### config.mk
export PLATFORM = sky130hd
export DESIGN_NAME = boost_gate_seq
export DESIGN_NICKNAME = d
export VERILOG_FILES = /design/src/rtl/bgs_pkg.sv /design/src/rtl/bgs_run_counter.sv /design/src/rtl/bgs_ontime_eval.sv /design/src/rtl/bgs_dead_eval.sv /design/src/rtl/boost_gate_seq.sv
export SDC_FILE = /design/constraint.sdc
export NUM_CORES = 1
export LEC_CHECK = 0
export ABC_AREA = 1
export BUFFER_PORTS_ARGS = -buffer_cell sky130_fd_sc_hd__buf_2
export CORE_UTILIZATION = 35
export DETAILED_ROUTE_END_ITERATION = 8
export HOLD_SLACK_MARGIN = 0.06
export PLACE_DENSITY_LB_ADDON = 0.05
export SETUP_SLACK_MARGIN = 0.5
export SYNTH_ARGS = -nofsm -noshare
export SYNTH_HDL_FRONTEND = slang
export SYNTH_SLANG_ARGS = --single-unit
### constraint.sdc
create_clock -name clk -period 1.6 [get_ports clk]
set_input_delay 0.32 -clock clk [delete_from_list [all_inputs] [get_ports clk]]
set_output_delay 0.32 -clock clk [all_outputs]
set_load 0.1 [all_outputs]
### src/rtl/bgs_pkg.sv
package bgs_pkg;

  typedef enum logic [2:0] {
    PH_IDLE    = 3'd0,
    PH_LS_ON   = 3'd1,
    PH_DT_LH   = 3'd2,
    PH_HS_ON   = 3'd3,
    PH_DT_HL   = 3'd4,
    PH_HS_HOLD = 3'd5
  } phase_e;

  // Low-side pulse may end in the cycle whose count is cnt.
  function automatic logic ls_may_end(input int unsigned cnt,
                                      input int unsigned min_on,
                                      input int unsigned max_on,
                                      input logic        stop_req);
    return (cnt >= max_on) || (stop_req && (cnt >= min_on));
  endfunction

  // Dead interval is complete in the cycle whose count is cnt.
  function automatic logic dead_elapsed(input int unsigned cnt,
                                        input int unsigned dead);
    return cnt >= dead;
  endfunction

endpackage

### src/rtl/bgs_run_counter.sv
module bgs_run_counter #(
  parameter int W = 4
) (
  input  logic         clk,
  input  logic         rst_n,
  input  logic         load_i,
  input  logic         run_i,
  output logic [W-1:0] cnt_o
);
  localparam logic [W-1:0] ONE  = W'(1);
  localparam logic [W-1:0] FULL = {W{1'b1}};

  always_ff @(posedge clk) begin
    if (!rst_n)
      cnt_o <= '0;
    else if (load_i)
      cnt_o <= ONE;
    else if (run_i && (cnt_o != FULL))
      cnt_o <= cnt_o + ONE;
  end
endmodule

### src/rtl/bgs_ontime_eval.sv
module bgs_ontime_eval #(
  parameter int W          = 8,
  parameter int MIN_ON_CYC = 9,
  parameter int MAX_ON_CYC = 87
) (
  input  logic [W-1:0] cnt_i,
  input  logic         trip_i,
  input  logic         ilim_i,
  output logic         end_o
);
  import bgs_pkg::*;
  logic stop_req_w;

  assign stop_req_w = trip_i | ilim_i;
  assign end_o = ls_may_end(int'(cnt_i), MIN_ON_CYC, MAX_ON_CYC, stop_req_w);
endmodule

### src/rtl/bgs_dead_eval.sv
module bgs_dead_eval #(
  parameter int W        = 2,
  parameter int DEAD_CYC = 2
) (
  input  logic [W-1:0] cnt_i,
  output logic         done_o
);
  import bgs_pkg::*;
  assign done_o = dead_elapsed(int'(cnt_i), DEAD_CYC);
endmodule

### src/rtl/boost_gate_seq.sv
module boost_gate_seq #(
  parameter int DEAD_CYC   = 2,
  parameter int MIN_ON_CYC = 9,
  parameter int MAX_ON_CYC = 87
) (
  input  logic       clk,
  input  logic       rst_n,
  input  logic       en_i,
  input  logic       tick_i,
  input  logic       trip_i,
  input  logic       ilim_i,
  input  logic       zc_i,
  output logic       ls_gate_o,
  output logic       hs_gate_o,
  output logic [2:0] phase_o
);
  import bgs_pkg::*;

  localparam int ON_W = $clog2(MAX_ON_CYC + 1);
  localparam int DT_W = $clog2(DEAD_CYC + 1);

  phase_e state_q, state_d;

  logic [ON_W-1:0] on_cnt_w;
  logic [DT_W-1:0] dt_cnt_w;
  logic            ls_end_w;
  logic            dt_done_w;
  logic            on_load_w, on_run_w;
  logic            dt_load_w, dt_run_w;
  logic            in_dead_d_w;

  // Named events used by the phase logic
  assign in_dead_d_w = (state_d == PH_DT_LH) || (state_d == PH_DT_HL);
  assign on_load_w   = (state_d == PH_LS_ON) && (state_q != PH_LS_ON);
  assign on_run_w    = (state_d == PH_LS_ON) && (state_q == PH_LS_ON);
  assign dt_load_w   = in_dead_d_w && (state_d != state_q);
  assign dt_run_w    = in_dead_d_w && (state_d == state_q);

  bgs_run_counter #(.W(ON_W)) u_on_cnt (
    .clk    (clk),
    .rst_n  (rst_n),
    .load_i (on_load_w),
    .run_i  (on_run_w),
    .cnt_o  (on_cnt_w)
  );

  bgs_run_counter #(.W(DT_W)) u_dt_cnt (
    .clk    (clk),
    .rst_n  (rst_n),
    .load_i (dt_load_w),
    .run_i  (dt_run_w),
    .cnt_o  (dt_cnt_w)
  );

  bgs_ontime_eval #(
    .W          (ON_W),
    .MIN_ON_CYC (MIN_ON_CYC),
    .MAX_ON_CYC (MAX_ON_CYC)
  ) u_on_eval (
    .cnt_i  (on_cnt_w),
    .trip_i (trip_i),
    .ilim_i (ilim_i),
    .end_o  (ls_end_w)
  );

  bgs_dead_eval #(
    .W        (DT_W),
    .DEAD_CYC (DEAD_CYC)
  ) u_dt_eval (
    .cnt_i  (dt_cnt_w),
    .done_o (dt_done_w)
  );

  always_comb begin
    state_d = state_q;
    if (!en_i) begin
      state_d = PH_IDLE;
    end else begin
      unique case (state_q)
        PH_IDLE:    if (tick_i)    state_d = PH_LS_ON;
        PH_LS_ON:   if (ls_end_w)  state_d = PH_DT_LH;
        PH_DT_LH:   if (dt_done_w) state_d = PH_HS_ON;
        PH_HS_ON: begin
          if (tick_i)    state_d = PH_DT_HL;
          else if (zc_i) state_d = PH_HS_HOLD;
        end
        PH_HS_HOLD: if (tick_i)    state_d = PH_DT_HL;
        PH_DT_HL:   if (dt_done_w) state_d = PH_LS_ON;
        default:                   state_d = PH_IDLE;
      endcase
    end
  end

  always_ff @(posedge clk) begin
    if (!rst_n) state_q <= PH_IDLE;
    else        state_q <= state_d;
  end

  // Enable gates the outputs directly so they fall without a clock
  assign ls_gate_o = en_i && (state_q == PH_LS_ON);
  assign hs_gate_o = en_i && (state_q == PH_HS_ON);
  assign phase_o   = state_q;

endmodule

Yosys cells after proc, flatten, opt, wreduce, memory -nomap -nowiden
Index checks and enable logic that the tools add are counted.
- add/sub/neg operators: 2
- order comparisons: 3
- eq/ne operators: 13
- mux-type cells: 13
- bitwise operators: 2
- reduce and logical (&&, ||, !) cells: 16
- operator list (kind ; count):
    3-bit 2-to-1 mux ; 8
    3-bit case mux with 6 select lines ; 1
    3-bit by 2-bit equality test with 1-bit output (second input constant) ; 3
    3-bit equality test (second input constant) ; 3
    1-bit logical AND ; 9
    7-bit by 1-bit adder with 7-bit output (second input constant) ; 1
    7-bit by 4-bit >= comparator with 1-bit output (second input constant) ; 1
    7-bit >= comparator (second input constant) ; 1
    7-bit inequality test (second input constant) ; 1
    3-bit by 1-bit equality test with 1-bit output (second input constant) ; 2
    1-bit 2-to-1 mux ; 4
    2-bit nonzero test ; 2
    2-bit OR reduction ; 2
    3-bit equality test ; 1
    3-bit zero test ; 1
    3-bit by 1-bit inequality test with 1-bit output (second input constant) ; 1
    3-bit inequality test ; 1
    2-bit by 1-bit adder with 2-bit output (second input constant) ; 1
    2-bit >= comparator (second input constant) ; 1
    1-bit logical OR ; 2
    2-bit inequality test (second input constant) ; 1
    1-bit inverter ; 1
    1-bit bitwise OR ; 1
- flip-flop bits (word level): 12
- input port bits: 7
- output and inout bits: 5

Depth between registers and ports, before layout
- word-level depth: 12
- gate-level depth with buffers: 17

Hierarchy
A second synthesis with hierarchy kept.
- cell total of the unflattened synthesis: 150
- area total of the unflattened synthesis: 890.9 um2
- modules (own cells, without submodules) (module ; times used ; cells each ; area an instance (um2) ; sequential area each (um2)):
    bgs_run_counter at u_on_cnt ; 1 ; 55 ; 371.6 ; 140.1
    boost_gate_seq ; 1 ; 59 ; 314.1 ; 60.1
    bgs_run_counter at u_dt_cnt ; 1 ; 16 ; 112.6 ; 40.0
    bgs_ontime_eval ; 1 ; 19 ; 88.8 ; 0.0
    bgs_dead_eval ; 1 ; 1 ; 3.8 ; 0.0

Least setup slack after synthesis
No wires, ideal clock.
- kind: reg-to-output
- start point: register state_q[0], in the netlist phase_o[0]
- end point: output ls_gate_o
- arrival: 2.821 ns
- required time: 1.280 ns
- path slack: -1.541 ns
- stages on the path, launching flop included: 5
- cells stage by stage: dfxtp_1 inv_2 nor3_2 inv_2 nor2_1
- longest elaborated chain between the ends: 2
- RTL lines (what ; RTL line ; text):
    from (decl) ; boost_gate_seq.sv:22 ; phase_e state_q, state_d;
    from (signal assigned) ; boost_gate_seq.sv:96 ; else state_q <= state_d;
    3-bit by 1-bit equality test with 1-bit output ; boost_gate_seq.sv:100 ; assign ls_gate_o = en_i && (state_q == PH_LS_ON);
    1-bit logical AND ; boost_gate_seq.sv:100 ;
    to (decl) ; boost_gate_seq.sv:13 ; output logic ls_gate_o,
No other way between the ends.

Worst setup path after layout
- start point: register u_on_cnt.cnt_o[1]
- end point: register u_on_cnt.cnt_o[5]
- longest elaborated chain between the ends: 9
- elaborated cells between the ends (all ways): 14
- classes of those cells: add/sub: 1; order compare: 2; eq/ne: 2; mux: 3; reduce/logical: 6
- RTL lines (what ; RTL line ; text):
    from (decl) ; bgs_run_counter.sv:8 ; output logic [W-1:0] cnt_o
    from (signal assigned) ; bgs_run_counter.sv:19 ; cnt_o <= cnt_o + ONE;
    7-bit by 4-bit >= comparator with 1-bit output ; bgs_pkg.sv:17 ; return (cnt >= max_on) || (stop_req && (cnt >= min_on));
    1-bit logical AND ; bgs_pkg.sv:17 ;
    1-bit logical OR ; bgs_pkg.sv:17 ;
    3-bit 2-to-1 mux ; boost_gate_seq.sv:81 ; PH_LS_ON: if (ls_end_w) state_d = PH_DT_LH;
    3-bit case mux with 6 select lines ; boost_gate_seq.sv:79 ; unique case (state_q)
    3-bit 2-to-1 mux ; boost_gate_seq.sv:76 ; if (!en_i) begin
    3-bit by 1-bit equality test with 1-bit output ; boost_gate_seq.sv:34, boost_gate_seq.sv:35 ;
    1-bit logical AND, on equally long branches ; boost_gate_seq.sv:34, boost_gate_seq.sv:35 ;
    2-bit OR reduction (no line) / 1-bit logical AND (equally long branches) ; n/a ;
Several ways; a longest one is shown, not always the timed one.
A chain may end at the register's enable or synchronous reset.

==> qor.yml <==
power_and_ir_drop:
  vdd_drop_max_mv: 0.4328
  power_leakage_nw: 0.7201
  combPwrFrac: 0.206
  switching_share: 0.2812
  clkPwrFrac: 0.356
  p_int_w: 0.0004977
  netSwitchingPower_w: 0.0001947
  pwr-share-seq: 0.438
  p_per_area_nw_per_um2: 455.8
clocking:
  cts.sinks: 12
  cts_buffers: 3
  clk_pin_slew_ps: 80
  cts_hold_repair.buffers: 0
  cts_tree: "done"
  htree_levels: 1
  clk_path_buf_depth: 2
  clk_latency_ps: 280
  cts-root-buf: "clkbuf_4"
die:
  floorplan.rows: 17
  die_w_um: 52.42
  chipHeight_um: 52.42
  ioPinCount: 12
  core_um2: 2297
  start_util: 0.3873
  dieArea_um2: 2747
synthesis:
  synth_common_cells: "42 x nand2_1, 20 x nor2_1, 12 x dfxtp_1, 12 x inv_1"
  synth_top_area_cell: "dfxtp_1"
  ys_seq_elements: 12
  syn_nets: 148
  async_reset_ff_frac: 0
  synthTopCellsByArea: "dfxtp_1 27%, nand2_1 18%, nor2_1 8.4%"
  syn_area_per_cell_um2: 6.493
  seq_area_frac_synth: 0.2700
  synth_ff_type: "dfxtp_1"
  netlist_instances: 137
  netlist_area_um2: 889.6
  synth_top_area_frac: 0.2700
  synth.distinct_cells: 28
  yosysMostFrequentCell: "nand2_1"
  synth_edf_count: 0
  yosys_warnings: 0
global_routing:
  gr-usage-met1: 0.2487
  grt-busiest-layer: "met2"
  grt_util_met2: 0.3017
  antenna_found_initial: 0
  grt_pass1_vias: 933
  grt_usage: 0.1898
  overflow: 0
  grtUsageMet3: 0.02899
  grt_pass1_wl_mm: 3.815
  grt_max_degree: 9
layout:
  n_antenna_cell: 0
  layout-drive-gt1-share: 0.5000
  layout.nets: 200
  syn2layout_area_growth_pct: 70.75
  nFillCells: 196
job:
  max-cap-violations: 0
placed_design:
  portBuffers: 11
  hpwl_mm: 1.651
  gp_congestion: 0.7810
  post-place-ws_ps: -236.8
setup_path:
  critPathKind: "register to register"
  crit_fanout: 4
  r2r_setup_slack_ps: -340
  cp-start-kind: "register"
  cp.arrival_ps: 2150
  cp-startpoint: "u_on_cnt.cnt_o[1]$_SDFFE_PP0P_"
  r2r-start: "u_on_cnt.cnt_o[1]$_SDFFE_PP0P_"
  required_ps: 1810
  worst_setup_path_end_kind: "register"
sta:
  finalSetupTns_ps: -2111
  tightest_slew_ps: 292.8
  max_slew_margin: 0.8030
  period_minus_slack_ps: 1941
  fin_ws_ps: -340.6
  hold_viol: 0
  fmax_mhz: 515.3
  grt_setup_unrepaired: "true"
  drv_slew: 0
  hold_slack_ps: 329.1
  fin_crit_sh: 1.213
  finalSetupViolCount: 11
  clock-skew-final_ps: 4.392
status:
  failed_checks: "setup timing"
  status: "finished with violations"
routing:
  wirelength_mm: 2.547
  antenna_left: 0
  wire_per_inst_um: 11.79
  vias: 1016
  firstDrtPassIters: 4
  via_per_inst: 4.704
  drc: 0
  drt-initial-drc-count: 14
worst_hold_path:
  min-delay-start: "rst_n"
  hold_class: "primary input to register"
==> registers in the layout (all words and copies together), names as in the netlist <==
name            count
u_dt_cnt.cnt_o      2
u_on_cnt.cnt_o      7
phase_o             3
==> repair_timing <==
action                     CTS  global route
pin swaps                   10            13
buffers inserted             7             7
setup endpoints to repair   17            17
resized for setup           29            18
==> power groups by stage <==
stage	sequential [W]	clock (W)	combinational, W
finish	0.000303	0.000247	0.000143
global route	0.000304	0.000267	0.000156
CTS	0.000304	0.000254	0.000129
detailed placement	0.000311	0	0.000108
global placement	0.000311	0	0.000108
floorplan	0.000320	0	0.0000580
==> per-stage QoR <==
step	instances	area [um2]	total power [W]	util
3_5_place_dp	198	1212	0.0004192	0.5278
3_3_place_gp	198	1212	0.0004191	0.5278
5_1_grt	216	1519	0.0007268	0.6612
4_1_cts	209	1410	0.0006872	0.6138
2_1_floorplan	137	927.1	0.0003780	-
6_report	216	1519	0.0006924	0.6612
==> metal layers <==
layer	vias up	routed length, um
met5	-	0
met4	0	42
met3	4	91
met2	19	1190
met1	453	1223
li1	540	-
==> logic make-up (layout without fill, tap and decap cells) <==
group	Yosys count	count (layout)	share of synthesized area
compound gates	15	15	0.09986
flops	12	12	0.2700
simple gates	85	85	0.4627
buf+inv	17	68	0.07173
xor+xnor	4	4	0.03939
fa+ha+maj	4	4	0.05626
==> critical path, stage by stage (launching register included) <==
cell	delay [ps]
dfxtp_2	370
inv_2	60
buf_4	130
buf_4	130
buf_4	120
buf_4	120
buf_4	120
buf_4	120
nor4_1	320
xor2_1	180
nand2_1	70
a21oi_1	150
==> worst paths after layout <==
path                                     to  cells past startpoint
max          u_on_cnt.cnt_o[5]$_SDFFE_PP0P_                     11
min          u_dt_cnt.cnt_o[1]$_SDFFE_PP0P_                      3
max reg2reg  u_on_cnt.cnt_o[5]$_SDFFE_PP0P_                     11
min reg2reg  u_dt_cnt.cnt_o[0]$_SDFFE_PN0P_                      4
==> cell usage in the layout, fill, tap and decap left out, types with 3 or more instances in the layout <==
master,instances
a21oi_1,7
buf_12,5
buf_2,6
buf_4,31
buf_6,5
clkbuf_4,3
dfxtp_1,5
dfxtp_4,5
inv_1,9
inv_2,4
inv_4,3
nand2_1,37
nand2_2,7
nand3_1,7
nor2_1,14
nor2_4,5
xor2_1,3
==> final cells by class <==
class,count,area (um2),share of cell area
clock buffers,4,36.28,0.02389
inverters,17,78.83,0.05189
multi-input cells,108,688.2,0.4530
flip-flops and latches,12,261.5,0.1722
well taps,28,35.03,0.02306
repair buffers,47,419.2,0.2759
Note: power is estimated with default switching activity, not from simulation.
